$ cat src/rtl/wdg_pkg.sv
package wdg_pkg;
  localparam int unsigned CNT_W = 7;
  localparam int unsigned TB_W  = 2;
  localparam int unsigned CTL_W = CNT_W + 1;

  localparam logic [CNT_W-1:0] CNT_RST  = '1;
  // value whose next decrement clears the top bit
  localparam logic [CNT_W-1:0] CNT_EDGE = CNT_W'(1) << (CNT_W - 1);

  typedef struct packed {
    logic            irq_en;
    logic [TB_W-1:0] tb;
    logic [CNT_W-1:0] win;
  } cfg_t;

  localparam int unsigned CFG_W = $bits(cfg_t);
endpackage

$ cat src/rtl/wdg_prescaler.sv
module wdg_prescaler
  import wdg_pkg::*;
#(
  parameter int unsigned PRE_LOG2 = 12
) (
  input  logic            clk_i,
  input  logic            rst_ni,
  input  logic            run_i,
  input  logic            clr_i,
  input  logic [TB_W-1:0] tb_i,
  output logic            tick_o
);
  localparam int unsigned MAX_SH = (1 << TB_W) - 1;
  localparam int unsigned DIV_W  = PRE_LOG2 + MAX_SH;

  logic [DIV_W-1:0] div_q;
  logic [DIV_W-1:0] term;
  logic [TB_W-1:0]  sh;

  // terminal count = 2^(PRE_LOG2+tb) - 1
  always_comb begin
    sh   = TB_W'(MAX_SH) - tb_i;
    term = {DIV_W{1'b1}} >> sh;
  end

  assign tick_o = run_i && (div_q == term);

  always_ff @(posedge clk_i or negedge rst_ni) begin
    if (!rst_ni)              div_q <= '0;
    else if (clr_i || !run_i) div_q <= '0;
    else if (tick_o)          div_q <= '0;
    else                      div_q <= div_q + DIV_W'(1);
  end


  tick_gap_chk: assert property (@(posedge clk_i) disable iff (!rst_ni)
    tick_o |=> !tick_o);
endmodule

$ cat src/rtl/wdg_cfg_regs.sv
module wdg_cfg_regs
  import wdg_pkg::*;
(
  input  logic             clk_i,
  input  logic             rst_ni,
  input  logic             cfg_we_i,
  input  logic [CFG_W-1:0] cfg_wdata_i,
  input  logic             sts_we_i,
  input  logic             sts_wdata_i,
  input  logic             warn_set_i,
  output cfg_t             cfg_o,
  output logic             flag_o
);
  cfg_t cfg_q;
  logic flag_q;

  always_ff @(posedge clk_i or negedge rst_ni) begin
    if (!rst_ni) begin
      cfg_q.irq_en <= 1'b0;
      cfg_q.tb     <= '0;
      cfg_q.win    <= CNT_RST;
    end else if (cfg_we_i) begin
      cfg_q <= cfg_t'(cfg_wdata_i);
    end
  end

  // hardware set wins over software clear
  always_ff @(posedge clk_i or negedge rst_ni) begin
    if (!rst_ni)                      flag_q <= 1'b0;
    else if (warn_set_i)              flag_q <= 1'b1;
    else if (sts_we_i && !sts_wdata_i) flag_q <= 1'b0;
  end

  assign cfg_o  = cfg_q;
  assign flag_o = flag_q;


  flag_rise_chk: assert property (@(posedge clk_i) disable iff (!rst_ni)
    $rose(flag_q) |-> $past(warn_set_i));


  flag_keep_chk: assert property (@(posedge clk_i) disable iff (!rst_ni)
    flag_q && sts_we_i && sts_wdata_i |=> flag_q);
endmodule

$ cat src/rtl/wdg_core.sv
module wdg_core
  import wdg_pkg::*;
(
  input  logic             clk_i,
  input  logic             rst_ni,
  input  logic             ctl_we_i,
  input  logic [CTL_W-1:0] ctl_wdata_i,
  input  logic             tick_i,
  input  logic [CNT_W-1:0] win_i,
  output logic [CNT_W-1:0] cnt_o,
  output logic             en_o,
  output logic             warn_set_o,
  output logic             rst_req_o
);
  logic [CNT_W-1:0] cnt_q;
  logic             en_q;
  logic             rst_q;
  logic             en_nxt;
  logic             early_hit;
  logic             bad_load;
  logic             expire_hit;

  always_comb begin
    en_nxt     = en_q | (ctl_we_i & ctl_wdata_i[CTL_W-1]);
    early_hit  = ctl_we_i & en_q & (cnt_q > win_i);
    bad_load   = ctl_we_i & en_nxt & ~ctl_wdata_i[CNT_W-1];
    expire_hit = ~ctl_we_i & tick_i & (cnt_q == CNT_EDGE);
    warn_set_o = ~ctl_we_i & tick_i & (cnt_q == CNT_EDGE + CNT_W'(1));
  end

  always_ff @(posedge clk_i or negedge rst_ni) begin
    if (!rst_ni) begin
      cnt_q <= CNT_RST;
      en_q  <= 1'b0;
      rst_q <= 1'b0;
    end else begin
      en_q  <= en_nxt;
      rst_q <= early_hit | bad_load | expire_hit;
      if (ctl_we_i)    cnt_q <= ctl_wdata_i[CNT_W-1:0];
      else if (tick_i) cnt_q <= cnt_q - CNT_W'(1);
    end
  end

  assign cnt_o     = cnt_q;
  assign en_o      = en_q;
  assign rst_req_o = rst_q;


  en_sticky_chk: assert property (@(posedge clk_i) disable iff (!rst_ni)
    en_q |=> en_q);


  frozen_chk: assert property (@(posedge clk_i) disable iff (!rst_ni)
    !en_q && !ctl_we_i |=> $stable(cnt_q) && !rst_q);


  cnt_step_chk: assert property (@(posedge clk_i) disable iff (!rst_ni)
    !ctl_we_i |=> (cnt_q == $past(cnt_q)) || (cnt_q == $past(cnt_q) - CNT_W'(1)));


  expire_chk: assert property (@(posedge clk_i) disable iff (!rst_ni)
    $fell(cnt_q[CNT_W-1]) && !$past(ctl_we_i) |-> rst_q);
endmodule

$ cat src/rtl/win_wdog.sv
module win_wdog
  import wdg_pkg::*;
#(
  parameter int unsigned PRE_LOG2 = 12
) (
  input  logic             clk_i,
  input  logic             rst_ni,
  input  logic             ctl_we_i,
  input  logic [CTL_W-1:0] ctl_wdata_i,
  input  logic             cfg_we_i,
  input  logic [CFG_W-1:0] cfg_wdata_i,
  input  logic             sts_we_i,
  input  logic             sts_wdata_i,
  output logic [CNT_W-1:0] cnt_o,
  output logic             en_o,
  output logic             ewi_flag_o,
  output logic             irq_o,
  output logic             sys_rst_o
);
  cfg_t cfg;
  logic tick;
  logic en;
  logic warn_set;

  wdg_cfg_regs i_regs (
    .clk_i       (clk_i),
    .rst_ni      (rst_ni),
    .cfg_we_i    (cfg_we_i),
    .cfg_wdata_i (cfg_wdata_i),
    .sts_we_i    (sts_we_i),
    .sts_wdata_i (sts_wdata_i),
    .warn_set_i  (warn_set),
    .cfg_o       (cfg),
    .flag_o      (ewi_flag_o)
  );

  wdg_prescaler #(.PRE_LOG2(PRE_LOG2)) i_pre (
    .clk_i  (clk_i),
    .rst_ni (rst_ni),
    .run_i  (en),
    .clr_i  (ctl_we_i),
    .tb_i   (cfg.tb),
    .tick_o (tick)
  );

  wdg_core i_core (
    .clk_i       (clk_i),
    .rst_ni      (rst_ni),
    .ctl_we_i    (ctl_we_i),
    .ctl_wdata_i (ctl_wdata_i),
    .tick_i      (tick),
    .win_i       (cfg.win),
    .cnt_o       (cnt_o),
    .en_o        (en),
    .warn_set_o  (warn_set),
    .rst_req_o   (sys_rst_o)
  );

  assign en_o  = en;
  assign irq_o = ewi_flag_o & cfg.irq_en;


  irq_drop_chk: assert property (@(posedge clk_i) disable iff (!rst_ni)
    $fell(ewi_flag_o) |-> !irq_o);
endmodule

$ cat config.mk
export PLATFORM = sky130hd
export DESIGN_NAME = win_wdog
export DESIGN_NICKNAME = d
export VERILOG_FILES = /design/src/rtl/wdg_pkg.sv /design/src/rtl/wdg_prescaler.sv /design/src/rtl/wdg_cfg_regs.sv /design/src/rtl/wdg_core.sv /design/src/rtl/win_wdog.sv
export SDC_FILE = /design/constraint.sdc
export NUM_CORES = 1
export LEC_CHECK = 0
export BUFFER_PORTS_ARGS = -buffer_cell sky130_fd_sc_hd__buf_2
export CORE_UTILIZATION = 49
export DETAILED_ROUTE_END_ITERATION = 7
export PLACE_DENSITY = 0.81
export SYNTH_ARGS = -nofsm -noshare
export SYNTH_HDL_FRONTEND = slang
export SYNTH_SLANG_ARGS = --single-unit
export TNS_END_PERCENT = 1
$ cat constraint.sdc
create_clock -name clk_i -period 2.1 [get_ports clk_i]
set_input_delay 0.21 -clock clk_i [delete_from_list [all_inputs] [get_ports clk_i]]
set_output_delay 0.21 -clock clk_i [all_outputs]
set_load 0.05 [all_outputs]
Word level (Yosys, flattened, before mapping)
Index checks and enable logic that the tools add are counted.

storage, ports and cells
  output and inout port bits = 11
  word-level logic and storage cells = 43
  bits of input ports = 24
  flip-flop bits (word level) = 35

operators by class
  shift-type cells = 1
  bitwise logic cells = 14
  mux-type cells = 6
  reductions and logical operators = 7
  $add $sub $neg = 3
  equality and inequality tests = 3
  order comparisons = 1

operators with widths
  kind                   number
  $mux 15                2
  $add 15x1->15 const B  1
  $eq 15x15->1           1
  $shr 15x2->15 const A  1
  $eq 7x7->1 const B     2
  $mux 7                 2
  $and 1x1->1            9
  $gt 7x7->1             1
  $sub 7x1->7 const B    1
  $reduce_bool 2->1      2
  $or 1x1->1             3
  $logic_and 1x1->1      2
  $logic_not 1->1        2
  $mux 1                 2
  $not 1->1              2
  $sub 2x2->2 const A    1
  $logic_or 1x1->1       1

Longest topological paths before layout
  depth in word-level cells = 7
  depth in mapped cells = 7

By module
Synthesis repeated with hierarchy kept, for this count alone.

unflattened totals
  cells, all modules = 178
  area, all modules = 1934.4 um^2

modules (own cells, without submodules)
  module         cells an instance  times used  area each (um^2)
  wdg_prescaler  78                 1           798.3
  wdg_core       75                 1           670.6
  wdg_cfg_regs   24                 1           459.2
  win_wdog       1                  1           6.3

Worst setup path after synthesis
Ideal clock, no wire load.

  path kind = register -> register
  from = register i_pre.div_q[0]
  to = register i_core.cnt_q[6] (netlist: i_core.cnt_o[6])
  data required time = 2.018 ns
  arrival time = 2.008 ns
  path slack = 0.009 ns
  cell stages (with the launch flop) = 8
  period minus slack after synthesis = 2.091 ns
  path through = dfrtp_1 > ha_1 > nand2_1 > or4_1 > buf_2 > a2111oi_2 > xor2_1 > mux2_2

on the way
  longest elaborated chain between the ends = 3

ends and longest elaborated chain
  what                                RTL line             text
  from (decl)                         wdg_prescaler.sv:16  logic [DIV_W-1:0] div_q;
  from (signal assigned)              wdg_prescaler.sv:32  else div_q <= div_q + DIV_W'(1);
  $eq 15x15->1                        wdg_prescaler.sv:26  assign tick_o = run_i && (div_q == term);
  $logic_and 1x1->1                   wdg_prescaler.sv:26
  $reduce_bool 2->1 (no source line)  --
  to (signal assigned)                wdg_core.sv:39       if (ctl_we_i) cnt_q <= ctl_wdata_i[CNT_W-1:0];
  to (signal assigned)                wdg_core.sv:40       else if (tick_i) cnt_q <= cnt_q - CNT_W'(1);
  to (decl)                           wdg_core.sv:15       logic [CNT_W-1:0] cnt_q;

Every way passes these cells.
A chain may end at the register's enable or synchronous reset.

Worst setup path in the final report
  from = register i_pre.div_q[1]
  to = register i_core.cnt_q[6] (netlist: i_core.cnt_o[6])

Same word-level chain as after synthesis.

==> results <==
- The routed layout has roughly 1500 vias.
- In the global route stage, overall resource usage came out at 0.2083.
- The worst path setup slack after routing is 0.1056 ns.
- The count of state elements after synthesis is 35.
- Among cell families on the critical path, the largest total delay comes from simple AND/OR/NAND/NOR gates.
- Between clock sinks in the finished design, the worst skew comes to approximately 0.012 ns.
- STA classifies the critical path startpoint as a flop.
- Setup repair after global routing could not meet its margin everywhere.
- The number of placement rows is 22.
- Setup violations remaining at the end of the flow were counted as 0.
- For this block, the initial DRC count from the detailed router was 94.
- The worst endpoint data arrival time is around 2.2 ns.
- The final-layout worst hold slack is -0.01018 ns.
- The upper clock frequency limit is approximately 500 MHz.
- The vias per cell is approximately 5.2.
- The number of clock buffers inserted by TritonCTS is 5.
- The peak supply drop is approximately 0.38 mV.
- The initial antenna violation count is 0.
- The static leakage is between 0.001 and 0.0015 µW.
- The worst path needs between 1.5 and 2 ns of the cycle, external delays included.
- The number of different library cells in the post-synthesis netlist is 38.
- The worst register-to-register path has a setup slack of between 0.1 and 0.15 ns.
- The residual overflow from global routing is 0.
- For the pin with the worst max-slew slack, the measured transition is approximately 0.8 ns.
- For this run, the slowest stage of the critical path takes around 0.54 ns.
- The final reports fail on negative hold slack.
- The floorplan die height is 64.20 µm.
- Measured in cells, the most critical reg-to-reg path has a length of 6.
- In the final routed layout, each cell accounts on average for 13.40 µm.
- The remaining number of nets flagged by the antenna check after routing is 0.
- Along the worst path, the maximum fanout reaches 4.
- No sink is reached through more buffers than the 2 on the longest clock path.
- The via count of the first global-routing pass is between 1000 and 1500.
- The H-tree was split into 2 levels.
- The number of pins exceeding their max-slew limit in the final report is 0.
- The Yosys warning count is 0.
- The run finished, with violations left.
- The routability-driven placement congestion ratio is just under 0.8.
- After clock tree synthesis, the clock-pin slew on the worst setup and hold paths is roughly 0.080 ns.
- The number of antenna diodes in the final layout is 0.
- Counting every net in the synthesized netlist gives 225.
- In this run the clock root is driven by a sky130_fd_sc_hd__clkbuf_8.
- After clock tree synthesis, the flow added hold-fix buffers numbering 0.
- The final standard cell utilization of the core is 0.6147.
- Summed over all nets, the half-perimeter wirelength after detailed placement is ~2700 µm.
- The floorplan step defined a core boundary enclosing 3689 µm².
- The clock tree from TritonCTS is done.
- The top-level I/O count is 35.
- The async set or reset register ratio after synthesis is 1.000.
- The residual DRC count is 0.
- The share of the synthesized area in the top cell type is 0.2772.
- After technology mapping, the gate count stands at 190.
- The die covers approximately 4100 µm².
- The floorplan die width is ~64 µm.
- The cell total after placement is 273.
- Yosys attributes the largest share of cell area to sky130_fd_sc_hd__dfrtp_1, sky130_fd_sc_hd__dfstp_2, sky130_fd_sc_hd__ha_1.
- After routing the design area is ~2300 µm².
- Measured against its own limit, the worst slew margin works out to 0.4802.
- Counting instances in the post-synthesis netlist gives the leading cell types as sky130_fd_sc_hd__nand2_1, sky130_fd_sc_hd__nor2_1, sky130_fd_sc_hd__dfrtp_1, sky130_fd_sc_hd__dfstp_2.
- The final hold violation count came to 6.
- Dividing total power by cell area gives a power density of 677.4 nW/µm².
- In this run, synthesis inferred 0 flip-flops with an integrated enable.
- Clock latency on the worst-skew pair, taken at its later pin, is ~0.3 ns.
- Of the synthesized area, sequential elements account for 0.4713.
- The startpoint of the worst register-to-register path is i_pre.div_q[1].
- Before antenna repair, the detailed router went through 5 iterations.
- The final non-filler cell total is 281.
- The max-cap violation count is 0.
- The worst setup path is captured at a flop.
- The largest net degree at the start of global routing is 36.
- Traced cell by cell, the critical path runs through ha_1 -> nand2_1 -> or4_4 -> a2111oi_2 -> xor2_1 -> mux2_2.
- The library cell occupying the most area in the post-synthesis netlist is sky130_fd_sc_hd__dfrtp_1.
- The final layout net count is ~270.
- The endpoint required time on the critical path is between 2 and 2.5 ns.
- In this run the tool buffered the top-level ports with 34 buffer cells.
- The ratio of final minimum period to clock period is 0.9497.
- The area growth from synthesis to layout is 19.60%.
- The initial cell density of the core is 0.5139.
- In this run the critical register-to-register path is captured at i_core.cnt_o[6].
- Of the cells placed in the final design, the portion with a size suffix greater than 1 is 0.3219.
- The number of sinks on the clock net is 35.
- Timing analysis after detailed placement gives a worst setup slack of 0.05569 ns.
- The total wire length after detailed routing is about 3800 µm.
- The type of the worst setup path is reg2reg.
- The buffers plus inverters on the worst setup path is 0.
- The mean area per synthesized cell is about 10 µm².
- In this run the worst hold path is classified as in2async.
- Power comes to between 1500 and 2000 µW.
- For this design, the slowest cell found on the critical path is sky130_fd_sc_hd__or4_4.
- In this run the cell area measured after placement is 2155 µm².
- The first global-routing pass estimated 6306 µm of wire.
- For this run, the leading register cell type out of synthesis is sky130_fd_sc_hd__dfrtp_1.
- The netlist area before placement is 1896 µm².
[report_power, final]
group	switching, µW	internal, µW
combinational	167	102
sequential	30.9	731
clock	241	264
[worst register-to-register path: cells and delay by family (launching register included)]
kind / cells / cell delay [ns]
AND/OR/NAND/NOR: 2 / 0.61
flip-flops: 1 / 0.38
AO/OA/AOI/OAI: 1 / 0.38
multiplexers: 1 / 0.28
adder cells (fa/ha/maj): 1 / 0.17
XOR/XNOR: 1 / 0.11
[flip-flops by register name, summed over array words and instances, names as in the netlist]
signal / count
i_pre.div_q: 15
i_regs.cfg_o: 10
i_core.cnt_o: 7
i_core.en_o: 1
i_core.rst_req_o: 1
i_regs.flag_o: 1
[worst max path at each step]
stage                              start         endpoint  depth (start not counted)
after floorplan           i_pre.div_q[0]  i_core.cnt_o[6]                          7
after global placement    i_pre.div_q[1]  i_core.cnt_o[4]                          7
after detailed placement  i_pre.div_q[1]  i_core.cnt_o[4]                          7
after CTS                 i_pre.div_q[1]  i_core.cnt_o[4]                          7
after global routing      i_pre.div_q[1]  i_core.cnt_o[6]                          6
final                     i_pre.div_q[1]  i_core.cnt_o[6]                          6
[metal layers]
metal | routed length [µm] | track usage | vias up
met1 | 1653 | 0.2271 | 693
met3 | 197 | 0.07679 | 6
met2 | 1863 | 0.3537 | 31
met4 | 51 | 0.1056 | 0
li1 | - | - | 731
met5 | 0 | 0 | -
[through the flow]
stage / setup TNS (ns) / hold slack (ns)
global placement: 0 / 0.3232
floorplan: 0 / -0.08559
global route: -0.04888 / 0.03160
finish: 0 / -0.01018
detailed placement: 0 / 0.3290
CTS: 0 / 0.007948
[cell families (layout without fill, tap and decap cells)]
group           after synthesis  after routing  synth area share
simple gates                 73             73            0.1855
flops                        35             35            0.4713
compound gates               29             29            0.1083
xor+xnor                     20             20           0.09241
buf+inv                      16             59           0.03234
fa+ha+maj                    11             11           0.07261
mux                           6              6           0.03762
[repair_timing]
item	in CTS	in global routing
buffers inserted	0	0
gates resized for setup	0	3
setup endpoints to repair	0	6
[area by class of cell]
cell class,count,area (µm²)
Clock inverter,1,5.005
Multi-Input combinational cell,139,962.2
Fill cell,303,1421
Timing Repair Buffer,41,222.7
Tap cell,48,60.06
Sequential cell,35,893.4
Clock buffer,7,86.33
Inverter,10,37.54
[placed cells by master (no fill, tap or decap), types with 5 or more instances in the layout]
| cell | count |
|---|---|
| sky130_fd_sc_hd__nand3_1 | 9 |
| sky130_fd_sc_hd__buf_2 | 34 |
| sky130_fd_sc_hd__nor2_1 | 22 |
| sky130_fd_sc_hd__xnor2_1 | 10 |
| sky130_fd_sc_hd__clkbuf_8 | 6 |
| sky130_fd_sc_hd__buf_4 | 7 |
| sky130_fd_sc_hd__inv_1 | 10 |
| sky130_fd_sc_hd__o21ai_0 | 11 |
| sky130_fd_sc_hd__mux2_2 | 5 |
| sky130_fd_sc_hd__nand2_1 | 22 |
| sky130_fd_sc_hd__dfstp_2 | 14 |
| sky130_fd_sc_hd__xor2_1 | 10 |
| sky130_fd_sc_hd__dfrtp_1 | 21 |
| sky130_fd_sc_hd__ha_1 | 11 |
No activity file was read; power rests on OpenSTA's default activity.
